==> config.mk <==
export PLATFORM = sky130hd
export DESIGN_NAME = cascap_timer
export DESIGN_NICKNAME = d
export VERILOG_FILES = /design/src/rtl/cct_pkg.sv /design/src/rtl/cct_bus.sv /design/src/rtl/cct_capsync.sv /design/src/rtl/cct_chan.sv /design/src/rtl/cascap_timer.sv
export SDC_FILE = /design/constraint.sdc
export NUM_CORES = 1
export LEC_CHECK = 0
export BUFFER_PORTS_ARGS = -buffer_cell sky130_fd_sc_hd__buf_4
export CAP_MARGIN = 15
export CORE_MARGIN = 2
export CORE_UTILIZATION = 55
export DETAILED_ROUTE_END_ITERATION = 10
export PLACE_DENSITY_LB_ADDON = 0.1
export SLEW_MARGIN = 40
export SYNTH_ARGS = -nofsm -noshare
export SYNTH_HDL_FRONTEND = slang
export SYNTH_SLANG_ARGS = --single-unit
==> constraint.sdc <==
create_clock -name clk -period 3.7 [get_ports clk]
set_input_delay 0.74 -clock clk [delete_from_list [all_inputs] [get_ports clk]]
set_output_delay 0.74 -clock clk [all_outputs]
set_load 0.02 [all_outputs]
==> src/rtl/cct_pkg.sv <==
package cct_pkg;
   localparam logic [3:0] A_LO_CNT  = 4'd0;
   localparam logic [3:0] A_HI_CNT  = 4'd1;
   localparam logic [3:0] A_LO_CAP  = 4'd2;
   localparam logic [3:0] A_LO_BUF  = 4'd3;
   localparam logic [3:0] A_HI_CMP  = 4'd4;
   localparam logic [3:0] A_HI_REGB = 4'd5;
   localparam logic [3:0] A_AUX0    = 4'd8;

   typedef enum logic [1:0] {
      EDGE_NONE = 2'd0,
      EDGE_RISE = 2'd1,
      EDGE_FALL = 2'd2,
      EDGE_BOTH = 2'd3
   } edge_sel_e;
endpackage

==> src/rtl/cct_bus.sv <==
module cct_bus #(
   parameter int AW = 4
) (
   input  logic          clk,
   input  logic          rst_n,
   input  logic          t1,
   input  logic          t2,
   input  logic          we,
   input  logic [AW-1:0] addr,
   output logic [AW-1:0] acc_addr,
   output logic          wr_stb,
   output logic          rd_stb
);
   logic we_q;

   always_ff @(posedge clk) begin
      if (!rst_n) begin
         acc_addr <= '0;
         we_q     <= 1'b0;
      end else if (t1) begin
         acc_addr <= addr;
         we_q     <= we;
      end
   end

   assign wr_stb = t2 && we_q;
   assign rd_stb = t2 && !we_q;

   // the data cycle always follows an address cycle
   a_r4_t2_after_t1: assert property (@(posedge clk) disable iff (!rst_n)
      t2 |-> $past(t1));
endmodule

==> src/rtl/cct_capsync.sv <==
module cct_capsync #(
   parameter int SYNC = 2
) (
   input  logic       clk,
   input  logic       rst_n,
   input  logic       din,
   input  logic [1:0] edge_sel,
   output logic       evt
);
   import cct_pkg::*;

   if (SYNC < 2) begin : g_bad_sync
      $error("cct_capsync: SYNC must be at least 2");
   end

   logic [SYNC-1:0] sr;
   logic            prev;
   logic            rise, fall;

   always_ff @(posedge clk) begin
      if (!rst_n) begin
         sr   <= '0;
         prev <= 1'b0;
      end else begin
         sr   <= {sr[SYNC-2:0], din};
         prev <= sr[SYNC-1];
      end
   end

   assign rise = sr[SYNC-1] && !prev;
   assign fall = !sr[SYNC-1] && prev;

   always_comb begin
      unique case (edge_sel_e'(edge_sel))
         EDGE_RISE: evt = rise;
         EDGE_FALL: evt = fall;
         EDGE_BOTH: evt = rise || fall;
         default:   evt = 1'b0;
      endcase
   end

   // with no edge selected there is never a strobe
   a_r5_none_quiet: assert property (@(posedge clk) disable iff (!rst_n)
      (edge_sel == 2'd0) |-> !evt);
endmodule

==> src/rtl/cct_chan.sv <==
module cct_chan #(
   parameter int CW = 16
) (
   input  logic          clk,
   input  logic          rst_n,
   input  logic          up,
   input  logic          step,
   input  logic          ld,
   input  logic [CW-1:0] ld_val,
   input  logic          clr,
   output logic [CW-1:0] cnt,
   output logic          wrap
);
   always_ff @(posedge clk) begin
      if (!rst_n)      cnt <= '0;
      else if (ld)     cnt <= ld_val;
      else if (clr)    cnt <= '0;
      else if (step)   cnt <= up ? cnt + 1'b1 : cnt - 1'b1;
   end

   assign wrap = step && (up ? (cnt == '1) : (cnt == '0));

   // an up step with no load or clear adds one
   a_r2_up_step: assert property (@(posedge clk) disable iff (!rst_n)
      (step && up && !ld && !clr) |=> cnt == CW'($past(cnt) + 1'b1));
   // a down step with no load or clear subtracts one
   a_r3_down_step: assert property (@(posedge clk) disable iff (!rst_n)
      (step && !up && !ld && !clr) |=> cnt == CW'($past(cnt) - 1'b1));
   // clear without load empties the counter
   a_r11_clear: assert property (@(posedge clk) disable iff (!rst_n)
      (clr && !ld) |=> cnt == '0);
endmodule

==> src/rtl/cascap_timer.sv <==
module cascap_timer #(
   parameter int CW    = 16,
   parameter int N_AUX = 4,
   parameter int SYNC  = 2
) (
   input  logic          clk,
   input  logic          rst_n,
   input  logic          bus_t1,
   input  logic          bus_t2,
   input  logic          bus_we,
   input  logic [3:0]    bus_addr,
   input  logic [CW-1:0] bus_wdata,
   output logic [CW-1:0] bus_rdata,
   input  logic          count_en,
   input  logic          dir_lo,
   input  logic          dir_hi,
   input  logic          clr_both,
   input  logic          cap_in,
   input  logic [1:0]    edge_sel,
   input  logic          buf_en,
   output logic          cmp_a_o,
   output logic          carry_o
);
   import cct_pkg::*;

   localparam int AW = 4;

   if (CW < 2 || CW > 32) begin : g_bad_cw
      $error("cascap_timer: CW out of range");
   end
   if (N_AUX < 1 || N_AUX > 8) begin : g_bad_aux
      $error("cascap_timer: N_AUX must be 1..8");
   end

   logic [AW-1:0] acc_addr;
   logic          wr_stb, rd_stb;
   logic          cap_evt;
   logic [CW-1:0] lo_cnt, hi_cnt;
   logic          lo_wrap, hi_wrap_unused;
   logic          wr_lo, wr_hi, wr_cap, wr_buf, wr_cmp, wr_regb;
   logic          carry_evt, hi_tick, cmp_hit;
   logic [CW-1:0] lo_cap, lo_buf, hi_cmp, hi_regb;
   logic [CW-1:0] aux [N_AUX];
   logic [CW-1:0] rd_mux;

   cct_bus #(.AW(AW)) u_bus (
      .clk(clk), .rst_n(rst_n), .t1(bus_t1), .t2(bus_t2), .we(bus_we),
      .addr(bus_addr), .acc_addr(acc_addr), .wr_stb(wr_stb), .rd_stb(rd_stb)
   );

   cct_capsync #(.SYNC(SYNC)) u_sync (
      .clk(clk), .rst_n(rst_n), .din(cap_in), .edge_sel(edge_sel), .evt(cap_evt)
   );

   assign wr_lo   = wr_stb && (acc_addr == A_LO_CNT);
   assign wr_hi   = wr_stb && (acc_addr == A_HI_CNT);
   assign wr_cap  = wr_stb && (acc_addr == A_LO_CAP);
   assign wr_buf  = wr_stb && (acc_addr == A_LO_BUF);
   assign wr_cmp  = wr_stb && (acc_addr == A_HI_CMP);
   assign wr_regb = wr_stb && (acc_addr == A_HI_REGB);

   cct_chan #(.CW(CW)) u_lo (
      .clk(clk), .rst_n(rst_n), .up(dir_lo), .step(count_en && !clr_both),
      .ld(wr_lo), .ld_val(bus_wdata), .clr(clr_both), .cnt(lo_cnt), .wrap(lo_wrap)
   );

   // carry event exists even when a lower write suppresses the step it causes
   assign carry_evt = lo_wrap;
   assign hi_tick   = carry_evt && !wr_lo;
   assign cmp_hit   = carry_evt && (hi_cnt == hi_cmp);

   cct_chan #(.CW(CW)) u_hi (
      .clk(clk), .rst_n(rst_n), .up(dir_hi), .step(hi_tick),
      .ld(wr_hi), .ld_val(bus_wdata), .clr(clr_both), .cnt(hi_cnt), .wrap(hi_wrap_unused)
   );

   always_ff @(posedge clk) begin
      if (!rst_n) begin
         lo_cap  <= '0;
         lo_buf  <= '0;
         hi_cmp  <= '0;
         hi_regb <= '0;
         cmp_a_o <= 1'b0;
         carry_o <= 1'b0;
      end else begin
         if (cap_evt)     lo_cap <= lo_cnt;
         else if (wr_cap) lo_cap <= bus_wdata;
         if (cap_evt && buf_en) lo_buf <= lo_cap;
         else if (wr_buf)       lo_buf <= bus_wdata;
         if (wr_cmp)      hi_cmp <= bus_wdata;
         if (cmp_hit)      hi_regb <= hi_cnt;
         else if (wr_regb) hi_regb <= bus_wdata;
         cmp_a_o <= cmp_hit;
         carry_o <= hi_tick;
      end
   end

   for (genvar k = 0; k < N_AUX; k++) begin : g_aux
      always_ff @(posedge clk) begin
         if (!rst_n)         aux[k] <= '0;
         else if (carry_evt) aux[k] <= hi_cnt;
      end
   end

   always_comb begin
      rd_mux = '0;
      unique case (acc_addr)
         A_LO_CNT:  rd_mux = lo_cnt;
         A_HI_CNT:  rd_mux = hi_cnt;
         A_LO_CAP:  rd_mux = lo_cap;
         A_LO_BUF:  rd_mux = lo_buf;
         A_HI_CMP:  rd_mux = hi_cmp;
         A_HI_REGB: rd_mux = hi_regb;
         default: begin
            for (int k = 0; k < N_AUX; k++)
               if (acc_addr == AW'(int'(A_AUX0) + k)) rd_mux = aux[k];
         end
      endcase
   end

   always_ff @(posedge clk) begin
      if (!rst_n)      bus_rdata <= '0;
      else if (rd_stb) bus_rdata <= rd_mux;
   end

   // a buffered capture moves the capture value, whatever the bus writes
   a_r7_buf_wins: assert property (@(posedge clk) disable iff (!rst_n)
      (cap_evt && buf_en) |=> lo_buf == $past(lo_cap));
   // a lower write over a wrap leaves the upper half untouched
   a_r8_carry_held: assert property (@(posedge clk) disable iff (!rst_n)
      (wr_lo && lo_wrap && !wr_hi && !clr_both) |=> (hi_cnt == $past(hi_cnt)) && !carry_o);
   // a compare pulse is always preceded by a carry event
   a_r9_pulse_src: assert property (@(posedge clk) disable iff (!rst_n)
      cmp_a_o |-> $past(carry_evt));
   // a delivered carry moves the upper counter
   a_r12_carry_moves: assert property (@(posedge clk) disable iff (!rst_n)
      (hi_tick && !wr_hi && !clr_both) |=> hi_cnt != $past(hi_cnt));
endmodule

==> key figures, run 1 <==
Global routing
  – Largest net degree at the start of global routing: 61
  – GRT Resource Usage Total: 0.331
  – Vias in the first global route: 7,495
  – First-pass GRT wire length: 41,300 um
  – Overflow after GRT: 0
  – Initial antenna violation count: 1

Die
  – Cell Rows: 44
  – Core area: 14,500 sq um
  – Initial Util: 0.561
  – Die X-Extent: roughly 130 um
  – IO Count: 51
  – Die ar.: 15,800 sq um
  – Die height: 126 um

Run
  – Max_cap viols: 0

Synthesis
  – Top_reg_cell synth: dfxtp_1
  – Synth Cell Area: 8120 sq um
  – Yosys cell types: 69
  – Number of flops mapped to enable cells by yosys: 16
  – Yosys warning total: 0
  – Synth Net Count: 1,011
  – Post-synthesis sequential area ratio: 0.360
  – Mapped Cells: 946
  – Syn Area/Cell: roughly 8.6 sq um
  – Yosys reg bits: 138
  – Ys async rst share: 0

Final layout
  – Ant. Diodes: 0
  – Filler cell count: 1,245
  – Nets: 1,028
  – Synth-to-Final Area Change: 12.2%
  – Post-route cell area: 9110 sq um
  – Layout cells sized above 1: 0.124

STA
  – Final hold vios: 0
  – Fin crit period: 2.87 ns
  – Layout Skew: around 0.010 ns
  – Period utilization: 0.775
  – RSZ-0062 raised after global routing: no
  – Relative max-transition margin: 0.484
  – Final hold slack: 0.445 ns
  – Final slew viol count: 0
  – Fmax: 349 MHz
  – Setup TNS: 0 ns
  – Worst Tran Pin Value: around 0.77 ns
  – # setup viols final: 0

Hold path
  – HP Class: reg2reg
  – WHS Endpoint: u_sync.sr[1]
  – Worst hold stages: 1
  – Worst Min Path Start: u_sync.sr[0]

Critical path
  – R2R cell count: 7
  – CP Class: in2reg
  – Critical path data arrival time: ~3.2 ns
  – Critical Path Start Type: input port
  – R2R Setup Slk: around 1.1 ns
  – Worst R2R End: u_hi.cnt[11]
  – Required time of the critical path: approximately 4.0 ns
  – Reg-to-Reg Start: u_bus.acc_addr[0]
  – Crit path capture type: register
  – Critical path fanouts, max: 15

Place
  – Post-DP Area: 8510 sq um
  – Placer Congestion: between 0.9 and 1
  – Port Buffers: 50
  – HPWL after DPL: 18,000 um

Power and ir drop
  – IR drop worst, VDD: 0.325 mV
  – P per Cell Area: between 400 and 500 nW/um^2
  – Static leakage: 0.00344 uW

CTS
  – Total clock sinks: 138
  – Clk buf depth: 2
  – CTS tree: done
  – Clk root buf: clkbuf_16
  – Clock Pin Slew Worst Setup and Hold Paths: approximately 0.060 ns
  – H-tree lvl count: 4
  – Clk_lat worst skew: 0.43 ns
  – Post-CTS Setup Bufs: 0
  – Hold buffer count at cts: 0
  – CTS buffer count: 17
  – Post-CTS sizing: 0

Detailed routing
  – Residual DRC count: 0
  – Wire per inst: 22.1 um
  – Vias per cell: 6.55
  – Post-route ant nets: 0
  – DR iter-0 viols: around 840
  – Detailed Route WL: approximately 26,000 um
  – DR pass1 iterations: 6
  – DR vias: 7,593

Run status
  – Status: completed
==> metrics by stage <==
| stage | worst slack [ns] | cells | total power, uW | utilization |
|---|---|---|---|---|
| finish | 0.833 | 1160 | 4170 | 0.629 |
| global route | 0.649 | 1160 | 4320 | 0.629 |
| CTS | 0.805 | 1160 | 4160 | 0.629 |
| detailed placement | 0.359 | 1128 | 2420 | 0.588 |
| global placement | 0.451 | 1128 | 2400 | 0.588 |
| floorplan | 0.873 | 946 | 2180 | - |
==> layer usage <==
| layer | GRT usage | wire length [um] | vias to the layer above |
|---|---|---|---|
| met3 | 0.0642 | 1940 | 70 |
| met1 | 0.421 | 10500 | 3618 |
| li1 | - | - | 3554 |
| met5 | 0 | 12 | - |
| met4 | 0.133 | 836 | 2 |
| met2 | 0.555 | 12300 | 349 |
==> synth_stat cells (18+ instances only) <==
| cell type | instances | area (sq um) |
|---|---|---|
| dfxtp_1 | 122 | 2440 |
| nand2_1 | 92 | 345 |
| nor2_1 | 85 | 319 |
| a21oi_1 | 82 | 410 |
| a211oi_1 | 62 | 465 |
| mux2i_1 | 59 | 591 |
| clkbuf_1 | 41 | 154 |
| o21ai_0 | 38 | 190 |
| ha_1 | 30 | 375 |
| nand3_1 | 28 | 140 |
| xnor2_1 | 28 | 245 |
| nor3_1 | 26 | 130 |
| and3_1 | 19 | 119 |
| a221oi_1 | 18 | 158 |
| inv_1 | 18 | 67.6 |
==> power breakdown <==
group,total (uW),switching [uW],leakage [uW],internal [uW]
Sequential,1690,106,0.00116,1590
Clock,1760,705,0.000297,1060
Combinational,711,427,0.00198,285
==> logic make-up (layout without fill, tap and decap cells) <==
| kind of cell | Yosys count | count (layout) | share of synthesized area |
|---|---|---|---|
| flip-flops | 138 | 138 | 0.360 |
| buffers and inverters | 93 | 123 | 0.0570 |
| adder cells (fa/ha/maj) | 32 | 32 | 0.0512 |
| XOR/XNOR | 34 | 34 | 0.0367 |
| AO/OA/AOI/OAI | 281 | 281 | 0.234 |
| multiplexers | 59 | 59 | 0.0727 |
| AND/OR/NAND/NOR | 309 | 309 | 0.188 |
==> registers in the layout, indices dropped and copies added, names as in the netlist <==
name / count
hi_cmp: 16
bus_rdata: 16
cmp_a_o: 1
u_bus.acc_addr: 4
u_hi.cnt: 16
u_lo.cnt: 16
aux: 16
u_sync.prev: 1
lo_cap: 16
u_bus.we_q: 1
u_sync.sr: 2
lo_buf: 16
carry_o: 1
hi_regb: 16
==> worst max-delay path, stage by stage <==
cell and delay (ns):
buf_4 0.12, inv_1 0.42, ha_1 0.39, a21o_1 0.21, a221oi_2 0.42, a211oi_1 0.20, or3_1 0.38, a32oi_1 0.19
a21oi_1 0.09
==> cells in the final DEF, fill, tap and decap left out, types with 12 or more instances in the layout <==
cell | netlist | routed
dfxtp_1 | 122 | 122
ha_1 | 30 | 30
clkbuf_16 | 0 | 18
and2_1 | 12 | 12
o21ai_0 | 38 | 38
nor3_1 | 26 | 26
mux2i_1 | 59 | 59
a21oi_1 | 82 | 81
nand3_1 | 28 | 28
xnor2_1 | 28 | 28
a222oi_1 | 16 | 16
a211oi_1 | 62 | 62
buf_4 | 14 | 72
o31ai_1 | 12 | 12
nor2_1 | 85 | 85
and3_1 | 19 | 19
edfxtp_1 | 16 | 16
nand2_1 | 92 | 92
a221oi_1 | 18 | 18
inv_1 | 18 | 18
==> how the worst max path moves through the flow <==
stage | start | end | slack [ns] | cells past startpoint
floorplan | dir_hi | u_hi.cnt[12] | 0.87 | 8
global placement | dir_hi | u_hi.cnt[12] | 0.45 | 9
detailed placement | dir_hi | u_hi.cnt[12] | 0.36 | 9
CTS | dir_hi | u_hi.cnt[12] | 0.81 | 9
global route | dir_hi | u_hi.cnt[12] | 0.65 | 9
finish | dir_hi | u_hi.cnt[12] | 0.83 | 9
==> cell type report <==
type                            instances  area, sq um  share of cell area
Timing Repair Buffer                   72          541              0.0593
Clock buffer                           20          468              0.0514
Clock inverter                         12          134              0.0147
Sequential cell                       138         2920               0.321
Inverter                               19         73.8             0.00810
Multi-Input combinational cell        715         4740               0.521
Tap cell                              184          230              0.0253
(Power assumes the default switching activity.)
==> inputs of run 2 (changes only) <==
- clock period: 3.7 -> 2.5 ns (I/O delays scaled with it)
==> key figures, run 2 (synthesis results as in run 1) <==
STA
  – Period utilization: 0.924
  – Final hold slack: 0.289 ns
  – # setup viols final: 0
  – Final hold vios: 0
  – Layout Skew: 0.0124 ns
  – Final slew viol count: 0
  – Fin crit period: 2.31 ns
  – Fmax: 433 MHz
  – Worst Tran Pin Value: 0.686 ns
  – Setup TNS: 0 ns
  – RSZ-0062 raised after global routing: no
  – Relative max-transition margin: 0.541

Critical path
  – Required time of the critical path: 2.84 ns
  – Critical path data arrival time: 2.65 ns
  – CP Class: reg2reg
  – Launch point of the worst path: u_lo.cnt[0]
  – Critical path fanouts, max: 8
  – CP endpoint: u_lo.cnt[12]
  – Reg-to-Reg Start: u_lo.cnt[0]
  – Worst R2R End: u_lo.cnt[12]
  – R2R cell count: 7
  – R2R Setup Slk: 0.19 ns
  – Crit path capture type: register
  – Critical Path Start Type: register

Global routing
  – Initial antenna violation count: 0
  – Overflow after GRT: 0
  – First-pass GRT wire length: 40,500 um
  – Met3 demand-to-capacity share in global routing: 0.0586
  – GRT Resource Usage Total: 0.322
  – GR peak layer: met2
  – Largest net degree at the start of global routing: 88
  – Met1 usage: 0.418
  – Vias in the first global route: between 7,000 and 8,000
  – Met2 Track Usage GR: 0.522

Power and ir drop
  – P per Cell Area: 640 nW/um^2
  – Static leakage: 0.00370 uW
  – IR drop worst, VDD: 0.552 mV

Detailed routing
  – DR iter-0 viols: 808
  – Wire per inst: between 20 and 25 um
  – Residual DRC count: 0
  – Vias per cell: between 6 and 7
  – Detailed Route WL: around 25,000 um
  – Post-route ant nets: 0
  – DR pass1 iterations: 6
  – DR vias: 7,847

Die
  – Initial Util: 0.561
  – IO Count: 51
  – Die X-Extent: 126 um
  – Cell Rows: 44
  – Die ar.: 15,800 sq um
  – Core area: around 14,000 sq um
  – Die height: 126 um

Final layout
  – Fin util: 0.661
  – Nets: about 1,100
  – Commonest non-fill, non-tap cell in the layout: buf_4
  – Most frequent cells in the layout: 128 x buf_4, 122 x dfxtp_1, 92 x nand2_1
  – Layout cells sized above 1: 0.179
  – Ant. Diodes: 0
  – Synth-to-Final Area Change: 17.9%

Run
  – Max_cap viols: 0

CTS
  – Clk buf depth: 2
  – Clk root buf: clkbuf_16
  – CTS buffer count: 17
  – Hold buffer count at cts: 0
  – Post-CTS sizing: 0
  – Post-CTS Setup Bufs: 0
  – CTS tree: done
  – Clock Pin Slew Worst Setup and Hold Paths: approximately 0.060 ns
  – H-tree lvl count: 4
  – Clk_lat worst skew: 0.44 ns
  – Total clock sinks: approximately 140

Run status
  – Status: completed

Place
  – HPWL after DPL: approximately 18,000 um
  – Port Buffers: 50
  – Placer Congestion: 0.902

Hold path
  – HP Class: in2reg
run 2: cell types whose count changed in the layout (fill, tap and decap cells not counted), sizes merged:
cell and change:
buf +58, clkbuf -3, clkinvlp +3, inv +2
bufinv -1, clkinv -1
run 2: area by class of cell:
class	instances	area [sq um]
fill	1212	4910
multi-input combinational	715	4780
sequential	138	2920
timing repair buffer	130	1000
clock buffer	17	425
tap	184	230
clock inverter	15	140
inverter	19	75.1
run 2: worst max-delay path, stage by stage (launching register included):
cell and delay (ns):
dfxtp_1 0.44, fa_1 0.48, a21o_1 0.18, a21boi_0 0.31
o2111a_1 0.35, o31ai_1 0.12, xnor2_1 0.14, o32ai_1 0.20
run 2: worst min path at each step:
stage	startpoint	end	slack, ns	cells after the start
after floorplan	u_sync.sr[0]	u_sync.sr[1]	0.41	1
after global placement	u_sync.sr[0]	u_sync.sr[1]	0.42	1
after detailed placement	u_sync.sr[0]	u_sync.sr[1]	0.43	1
after CTS	cap_in	u_sync.sr[0]	0.28	2
after global routing	cap_in	u_sync.sr[0]	0.29	2
final	cap_in	u_sync.sr[0]	0.29	2
run 2: through the flow:
stage / setup slack (ns) / total power, uW / instance area, sq um / std cells
2_1_floorplan: -0.0225 / 3240 / 8150 / 946
3_3_place_gp: -0.0926 / 3670 / 9000 / 1186
3_5_place_dp: -0.123 / 3700 / 9010 / 1186
4_1_cts: 0.245 / 6130 / 9570 / 1218
5_1_grt: 0.0773 / 6390 / 9570 / 1218
6_report: 0.189 / 6130 / 9570 / 1218
run 2: routing by layer:
layer / wire, um / part of all wire / vias to the layer above
met3: 1640 / 0.066 / 54
met5: 0 / 0 / -
met1: 10500 / 0.42 / 3782
met4: 847 / 0.034 / 0
li1: - / - / 3682
met2: 12000 / 0.48 / 329
run 2: report_power, final:
group          internal (uW)  switching (uW)  total [uW]
sequential              2350             142        2490
combinational            524             658        1180
clock                   1390            1060        2450
